<file path="src/rtl/busdemux_pkg.sv">
// Shared types for the bus splitter: active-high command set and decode.
package busdemux_pkg;

    typedef struct packed {
        logic mem_rd;
        logic mem_wr;
        logic io_rd;
        logic io_wr;
    } cmd_t;

    localparam cmd_t CMD_NONE = '{mem_rd: 1'b0, mem_wr: 1'b0, io_rd: 1'b0, io_wr: 1'b0};

    // Turns space flag and active-low read/write into one active command.
    // Both read and write low yields no command.
    function automatic cmd_t decode_cmd(input logic iom, input logic rd_n, input logic wr_n);
        cmd_t c;
        c = CMD_NONE;
        if (!rd_n && wr_n) begin
            if (iom) c.io_rd  = 1'b1;
            else     c.mem_rd = 1'b1;
        end else if (rd_n && !wr_n) begin
            if (iom) c.io_wr  = 1'b1;
            else     c.mem_wr = 1'b1;
        end
        return c;
    endfunction

endpackage

</file>
<file path="src/rtl/bd_addr_capture.sv">
// Address capture: holds the low address byte taken from the shared lines
// while the address strobe is high and joins it with the high byte.
// Assumes the strobe is high for at least one rising clock edge per cycle.
module bd_addr_capture #(
    parameter int LO_W = 8,
    parameter int HI_W = 8,
    localparam int A_W = LO_W + HI_W
) (
    input  logic            clk,
    input  logic            rst_n,
    input  logic            ale,
    input  logic [LO_W-1:0] ad_in,
    input  logic [HI_W-1:0] hi_in,
    output logic [A_W-1:0]  addr
);

    logic [LO_W-1:0] lo_q;
    logic [LO_W-1:0] lo_view;

    // Hold register: refresh on every edge the strobe is high.
    always_ff @(posedge clk) begin
        if (!rst_n)   lo_q <= '0;
        else if (ale) lo_q <= ad_in;
    end

    // Transparent view: pass the lines through while the strobe is high.
    always_comb begin
        lo_view = ale ? ad_in : lo_q;
    end

    // Address assembly: high byte straight through, low byte from the view.
    always_comb begin
        addr = {hi_in, lo_view};
    end

    // Held byte must not move across two consecutive strobe-low cycles.
    assert_lo_hold_R3: assert property (@(posedge clk) disable iff (!rst_n)
        (!ale && $past(!ale) && $past(rst_n)) |-> $stable(addr[LO_W-1:0]));

endmodule

</file>
<file path="src/rtl/bd_strobe_decode.sv">
// Strobe decoder: registers one active command from space/read/write and
// flags simultaneous read and write. Outputs lag the inputs by one clock.
module bd_strobe_decode
    import busdemux_pkg::*;
(
    input  logic clk,
    input  logic rst_n,
    input  logic iom,
    input  logic rd_n,
    input  logic wr_n,
    output cmd_t cmd,
    output logic err
);

    // Command register: decode inputs each edge, clear in reset.
    always_ff @(posedge clk) begin
        if (!rst_n) cmd <= CMD_NONE;
        else        cmd <= decode_cmd(iom, rd_n, wr_n);
    end

    // Error register: set while read and write are requested together.
    always_ff @(posedge clk) begin
        if (!rst_n) err <= 1'b0;
        else        err <= !rd_n && !wr_n;
    end

    assert_mem_rd_R5: assert property (@(posedge clk) disable iff (!rst_n)
        ($past(rst_n) && $past(!iom && !rd_n && wr_n)) |-> (cmd.mem_rd && !cmd.mem_wr && !cmd.io_rd && !cmd.io_wr));

    assert_mem_wr_R6: assert property (@(posedge clk) disable iff (!rst_n)
        ($past(rst_n) && $past(!iom && rd_n && !wr_n)) |-> (cmd.mem_wr && !cmd.mem_rd && !cmd.io_rd && !cmd.io_wr));

    assert_one_strobe_R7: assert property (@(posedge clk) disable iff (!rst_n)
        $onehot0({cmd.mem_rd, cmd.mem_wr, cmd.io_rd, cmd.io_wr}));

    assert_err_quiet_R8: assert property (@(posedge clk) disable iff (!rst_n)
        err |-> (cmd == CMD_NONE));

endmodule

</file>
<file path="src/rtl/bd_data_steer.sv">
// Data steering: forwards the shared lines to the targets and returns
// target read data onto the shared lines only during a read command.
module bd_data_steer #(
    parameter int D_W = 8
) (
    input  logic           clk,
    input  logic           rst_n,
    input  logic           rd_active,
    input  logic [D_W-1:0] ad_in,
    input  logic [D_W-1:0] rdata,
    output logic [D_W-1:0] ad_out,
    output logic           ad_oe,
    output logic [D_W-1:0] wdata
);

    // Output path: drive read data only when enabled, zero otherwise.
    always_comb begin
        ad_oe  = rd_active;
        ad_out = rd_active ? rdata : '0;
        wdata  = ad_in;
    end

    // Returned data must track the targets while the drive is on.
    assert_drive_R9: assert property (@(posedge clk) disable iff (!rst_n)
        ad_oe |-> (ad_out == rdata));

endmodule

</file>
<file path="src/rtl/busdemux_top.sv">
// Bus splitter top: address capture, strobe decode and data steering for a
// processor with a shared low-address/data bus. Strobes are active low.
module busdemux_top
    import busdemux_pkg::*;
#(
    parameter int LO_W = 8,
    parameter int HI_W = 8,
    localparam int A_W = LO_W + HI_W
) (
    input  logic            clk,
    input  logic            rst_n,
    input  logic            ale,
    input  logic [LO_W-1:0] ad_in,
    output logic [LO_W-1:0] ad_out,
    output logic            ad_oe,
    input  logic [HI_W-1:0] hi_addr,
    input  logic            iom,
    input  logic            rd_n,
    input  logic            wr_n,
    output logic [A_W-1:0]  addr_out,
    output logic [LO_W-1:0] tgt_wdata,
    input  logic [LO_W-1:0] tgt_rdata,
    output logic            mem_rd_n,
    output logic            mem_wr_n,
    output logic            io_rd_n,
    output logic            io_wr_n,
    output logic            cmd_err
);

    cmd_t cmd;
    logic rd_active;

    bd_addr_capture #(.LO_W(LO_W), .HI_W(HI_W)) u_addr (
        .clk(clk), .rst_n(rst_n), .ale(ale), .ad_in(ad_in),
        .hi_in(hi_addr), .addr(addr_out)
    );

    bd_strobe_decode u_dec (
        .clk(clk), .rst_n(rst_n), .iom(iom), .rd_n(rd_n), .wr_n(wr_n),
        .cmd(cmd), .err(cmd_err)
    );

    // Read activity: either read command enables the return path.
    always_comb begin
        rd_active = cmd.mem_rd || cmd.io_rd;
    end

    bd_data_steer #(.D_W(LO_W)) u_steer (
        .clk(clk), .rst_n(rst_n), .rd_active(rd_active), .ad_in(ad_in),
        .rdata(tgt_rdata), .ad_out(ad_out), .ad_oe(ad_oe), .wdata(tgt_wdata)
    );

    // Strobe outputs: invert the active-high command to active-low pins.
    always_comb begin
        mem_rd_n = !cmd.mem_rd;
        mem_wr_n = !cmd.mem_wr;
        io_rd_n  = !cmd.io_rd;
        io_wr_n  = !cmd.io_wr;
    end

endmodule

</file>
<file path="config.mk">
export PLATFORM = sky130hd
export DESIGN_NAME = busdemux_top
export DESIGN_NICKNAME = d
export VERILOG_FILES = /design/src/rtl/busdemux_pkg.sv /design/src/rtl/bd_addr_capture.sv /design/src/rtl/bd_strobe_decode.sv /design/src/rtl/bd_data_steer.sv /design/src/rtl/busdemux_top.sv
export SDC_FILE = /design/constraint.sdc
export NUM_CORES = 1
export LEC_CHECK = 0
export ABC_AREA = 0
export ABC_CLOCK_PERIOD_IN_PS = 900
export BUFFER_PORTS_ARGS = -buffer_cell sky130_fd_sc_hd__buf_2
export CELL_PAD_IN_SITES_DETAIL_PLACEMENT = 0
export CELL_PAD_IN_SITES_GLOBAL_PLACEMENT = 1
export CORE_UTILIZATION = 23
export DETAILED_ROUTE_END_ITERATION = 8
export PLACE_DENSITY = 0.75
export SYNTH_ARGS = -nofsm -noshare
export SYNTH_HDL_FRONTEND = slang
export SYNTH_SLANG_ARGS = --single-unit
</file>
<file path="constraint.sdc">
create_clock -name clk -period 0.9 [get_ports clk]
set_input_delay 0 -clock clk [delete_from_list [all_inputs] [get_ports clk]]
set_output_delay 0 -clock clk [all_outputs]
set_load 0.1 [all_outputs]
</file>
==> metrics.sh <==
SYNTH.AREA.MUX_SHARE_PCT=17.5
TOP_LEVEL_PORTS=68
TNS_PS=-3250
YOSYS.CELL_TYPES.COUNT=13
DRT_ITER0_DRC=15
ANTENNA_FOUND_INITIAL=0
POWER_DENS_CELLS_mW_PER_MM2=1460
SYNTHESIS.AREA_UM2=688
FIRST_GLOBAL_VIAS=565
NUMCTSBUFFERS=3
CRITICAL_PATH_CELL_COUNT=4
NETSWITCHINGFRACTION_PCT=42.9
HTREE_NUM_LEVELS=1
CRITICALPATHCATEGORY='register to output pin'
WORSTPATHMAXFANOUT=9
CELL_BY_CELL_TRACE_OF_THE_CRITICAL_PATH='nor2_4, buf_12, nor2b_2, buf_12'
AREA_SHARE_OF_XOR_XNOR_CELLS_IN_THE_SYNTHESIZED_DESIGN_PCT=0
MAX_SLEW.WORST_PIN.SLEW_PS=484
FINAL_CELL_MIX='29 x buf_2, 23 x buf_12, 10 x dfxtp_1, 8 x mux2_4, 7 x and2_1'
SYNTH.NET_COUNT=96
FIN_SKEW_PS=0
CP_DATA_REQUIRED_TIME_PS=900
POWER.LEAKAGE_nW=0.619
DETAIL_ROUTE.VIAS_PER_CELL=4.15
MAXCAPVIOLCOUNT=0
LAYOUT_WORST_PATH_CYCLE_SHARE_PCT=129
IR_DROP_V=0.000701
SYNTHESIS.AREA_PER_INSTANCE_UM2=10.4
FF2FF_SETUP_SLACK_PS=60
CTS-ROOT-TO-SINK-BUFFERS=2
CELLINTERNALPOWER_mW=1.10
REG2REGPATHDEPTH=2
SEQPWRFRAC_PCT=32.0
RUN_STATUS='finished, violations left'
SYNTH-SEQ-AREA-SHARE_PCT=37.8
POWER_FRAC_COMB_PCT=49.9
SOURCE_OF_THE_CRITICAL_TIMING_PATH='u_dec.cmd[1]$_SDFF_PN0_'
STARTPOINT_TYPE='register'
NUM-FILL-CELLS=254
TIMING.SLEW.HEADROOM_PCT=67.9
ADDER_AND_MAJORITY_GATE_PORTION_OF_THE_SYNTHESIZED_AREA_PCT=0
VIAS_AFTER_DETAILED_ROUTING=573
LAYOUT-DRIVE-GT1-SHARE_PCT=73.8
REG2REG_TO='u_addr.lo_q[2]$_SDFF_PN0_'
VIOLATIONS_IN_THE_FINAL_REPORTS='DRC, setup timing'
ANTENNA_CELLS_INSERTED=0
GRTUSAGETOTAL_PCT=9.89
POST-CTS-SETUP-BUFFER-COUNT=0
FINALSETUPVIOLATIONS=17
TIMING.FINAL.HOLD_VIOLATIONS=0
FLOORPLAN.CORE_AREA_MM2=0.00281
CRITICAL-PATH-TOP-DELAY-FAMILY='flip-flops'
YOSYS_REGISTER_BITS=13
FINISH.CELL_COUNT_WITHOUT_FILLERS=138
FINALMAXSLEWVIOLATIONS=0
FP.DIEH_UM=56.7
SYN_INST_COUNT=66
DP_SLACK_PS=16.0
CRITPATHCAPTURE='ad_out[7]'
CLKLATENCYLATEPIN_PS=270
ENDPOINT_KIND='output pin'
CTS_TREE='built'
FIN_NETS=138
FIRSTDRTPASSITERS=6
FLOORPLAN.DIE.WIDTH_UM=56.7
POWER.NET_SWITCHING_mW=0.824
ROWS=19
MIN-DELAY-PATH-CLASS='primary input to output pin'
GRT_MAX_DEGREE=14
SLOWEST_CP_CELL='dfxtp_2'
FIRST_PASS_GRT_WIRE_LENGTH_UM=2460
DP.CELLS=131
CP_COMMON_CELL='buf_12'
WORST_PATH_LARGEST_CELL_DELAY_PS=360
RSZ_0062_RAISED_AFTER_GLOBAL_ROUTING='true'
SYNTH-WARNING-COUNT=0
REMAINING_DRC_ERRORS=13
POST_SYNTH_AND_OR_NAND_NOR_AREA_FRACTION_PCT=22.4
FLOORPLAN.DIE_AREA_MM2=0.00321
ROUTED_WIRE_LENGTH_PER_INSTANCE_UM=11.1
AREA_GROWTH_PCT=91.8
FINAL_ANTENNA_NET_COUNT=0
CRIT_ARRIVAL_PS=1170
PLACE_CONGESTION=0.667
CTS_SINKS=13
INITIAL_UTILIZATION_PCT=24.5
LARGEST_FAMILY_OF_LOGIC_CELLS_BY_SYNTHESIZED_AREA='simple AND/OR/NAND/NOR gates'
HALF_PERIMETER_WIRE_LENGTH_OF_THE_DETAILED_PLACEMENT_RESULT_UM=1140
CLOCK_POWER_SHARE_PCT=18.2
TIMING.RR.START='u_addr.lo_q[2]$_SDFF_PN0_'
LAYOUT_COMMONEST_CELL='buf_2'
SYNTH_COMPOUND_GATE_AREA_SHARE_PCT=0
NUMBER_OF_PORT_BUFFERS=51
PERIOD_MINUS_SLACK_PS=1170
FINAL_CRITICAL_PATH_SETUP_SLACK_PS=-265
ACHIEVABLE-FREQUENCY_GHz=0.858
CTS.CLK_SLEW.WORST_PATHS_PS=80
DRT_WL_TOTAL_UM=1530
ROOT_BUFFER='clkbuf_4'
GR-TOTAL-OVERFLOW=0
WORSTPATHBUFFERINVERTERCOUNT=2
[power groups by stage]
stage	clock [mW]	sequential, mW	combinational, mW
after detailed placement	0	0.627	0.827
after global placement	0	0.627	0.820
final	0.349	0.615	0.959
after CTS	0.369	0.614	0.956
after floorplan	0	0.637	0.812
after global routing	0.398	0.618	0.985
[logic make-up (layout without fill, tap and decap cells)]
kind of cell | after synthesis | count (layout)
buffers and inverters | 23 | 64
flip-flops | 13 | 13
multiplexers | 8 | 8
AND/OR/NAND/NOR | 22 | 22
[layout make-up]
type / instances / area, um2 / area share, %
inverter: 5 / 22.5 / 1.71
tap: 31 / 38.8 / 2.94
timing repair buffer: 55 / 636 / 48.2
sequential: 13 / 264 / 20.0
clock inverter: 1 / 5.00 / 0.379
multi-input combinational: 30 / 332 / 25.1
clock buffer: 3 / 22.5 / 1.71
[timing repair]
item                       4_1_cts  5_1_grt
hold endpoints to repair         3        0
hold buffers                     3        0
gates resized for setup         35        3
setup endpoints to repair       17       19
[stage by stage]
| stage | util (%) | total power, mW | area [um2] | hold WS, ps |
|---|---|---|---|---|
| finish | 47.1 | 1.92 | 1320 | 0.0374 |
| global route | 47.1 | 2.00 | 1320 | 0.175 |
| CTS | 46.7 | 1.94 | 1310 | 0.681 |
| detailed placement | 39.8 | 1.45 | 1120 | 0.681 |
| global placement | 39.8 | 1.45 | 1120 | 0.681 |
| floorplan | - | 1.45 | 728 | 67.6 |
[per-layer routing]
metal / track usage [%] / vias up / part of all wire (%)
li1: - / 275 / -
met3: 4.84 / 0 / 12
met4: 3.21 / 0 / 0
met2: 18.4 / 43 / 52
met5: 0 / - / 0
met1: 9.38 / 255 / 36
[state kept, by name, summed over array words and instances, names as in the netlist]
| name | flops |
|---|---|
| u_dec.cmd | 4 |
| u_dec.err | 1 |
| u_addr.lo_q | 8 |
[synthesized netlist by cell type]
| cell | count | area [um2] |
|---|---|---|
| and2_1 | 7 | 43.8 |
| and2_4 | 1 | 8.76 |
| and4b_1 | 2 | 20.0 |
| buf_4 | 16 | 120 |
| buf_6 | 1 | 11.3 |
| clkbuf_1 | 1 | 3.75 |
| dfxtp_1 | 13 | 260 |
| inv_1 | 5 | 18.8 |
| mux2_4 | 8 | 120 |
| nor2_1 | 1 | 3.75 |
| nor2b_1 | 8 | 50.1 |
| nor3b_1 | 1 | 7.51 |
| nor4bb_1 | 2 | 20.0 |
[how the worst min path moves through the flow]
stage / end / cells past startpoint / from / slack [ps]
floorplan: u_dec.err$_SDFF_PN0_ / 1 / rd_n / 70
CTS: addr_out[8] / 0 / hi_addr[0] / 0.7
detailed placement: addr_out[8] / 0 / hi_addr[0] / 0.7
finish: addr_out[12] / 0 / hi_addr[4] / 0.04
global placement: addr_out[8] / 0 / hi_addr[0] / 0.7
global route: addr_out[15] / 0 / hi_addr[7] / 0.2
No activity file was read; power rests on OpenSTA's default activity.
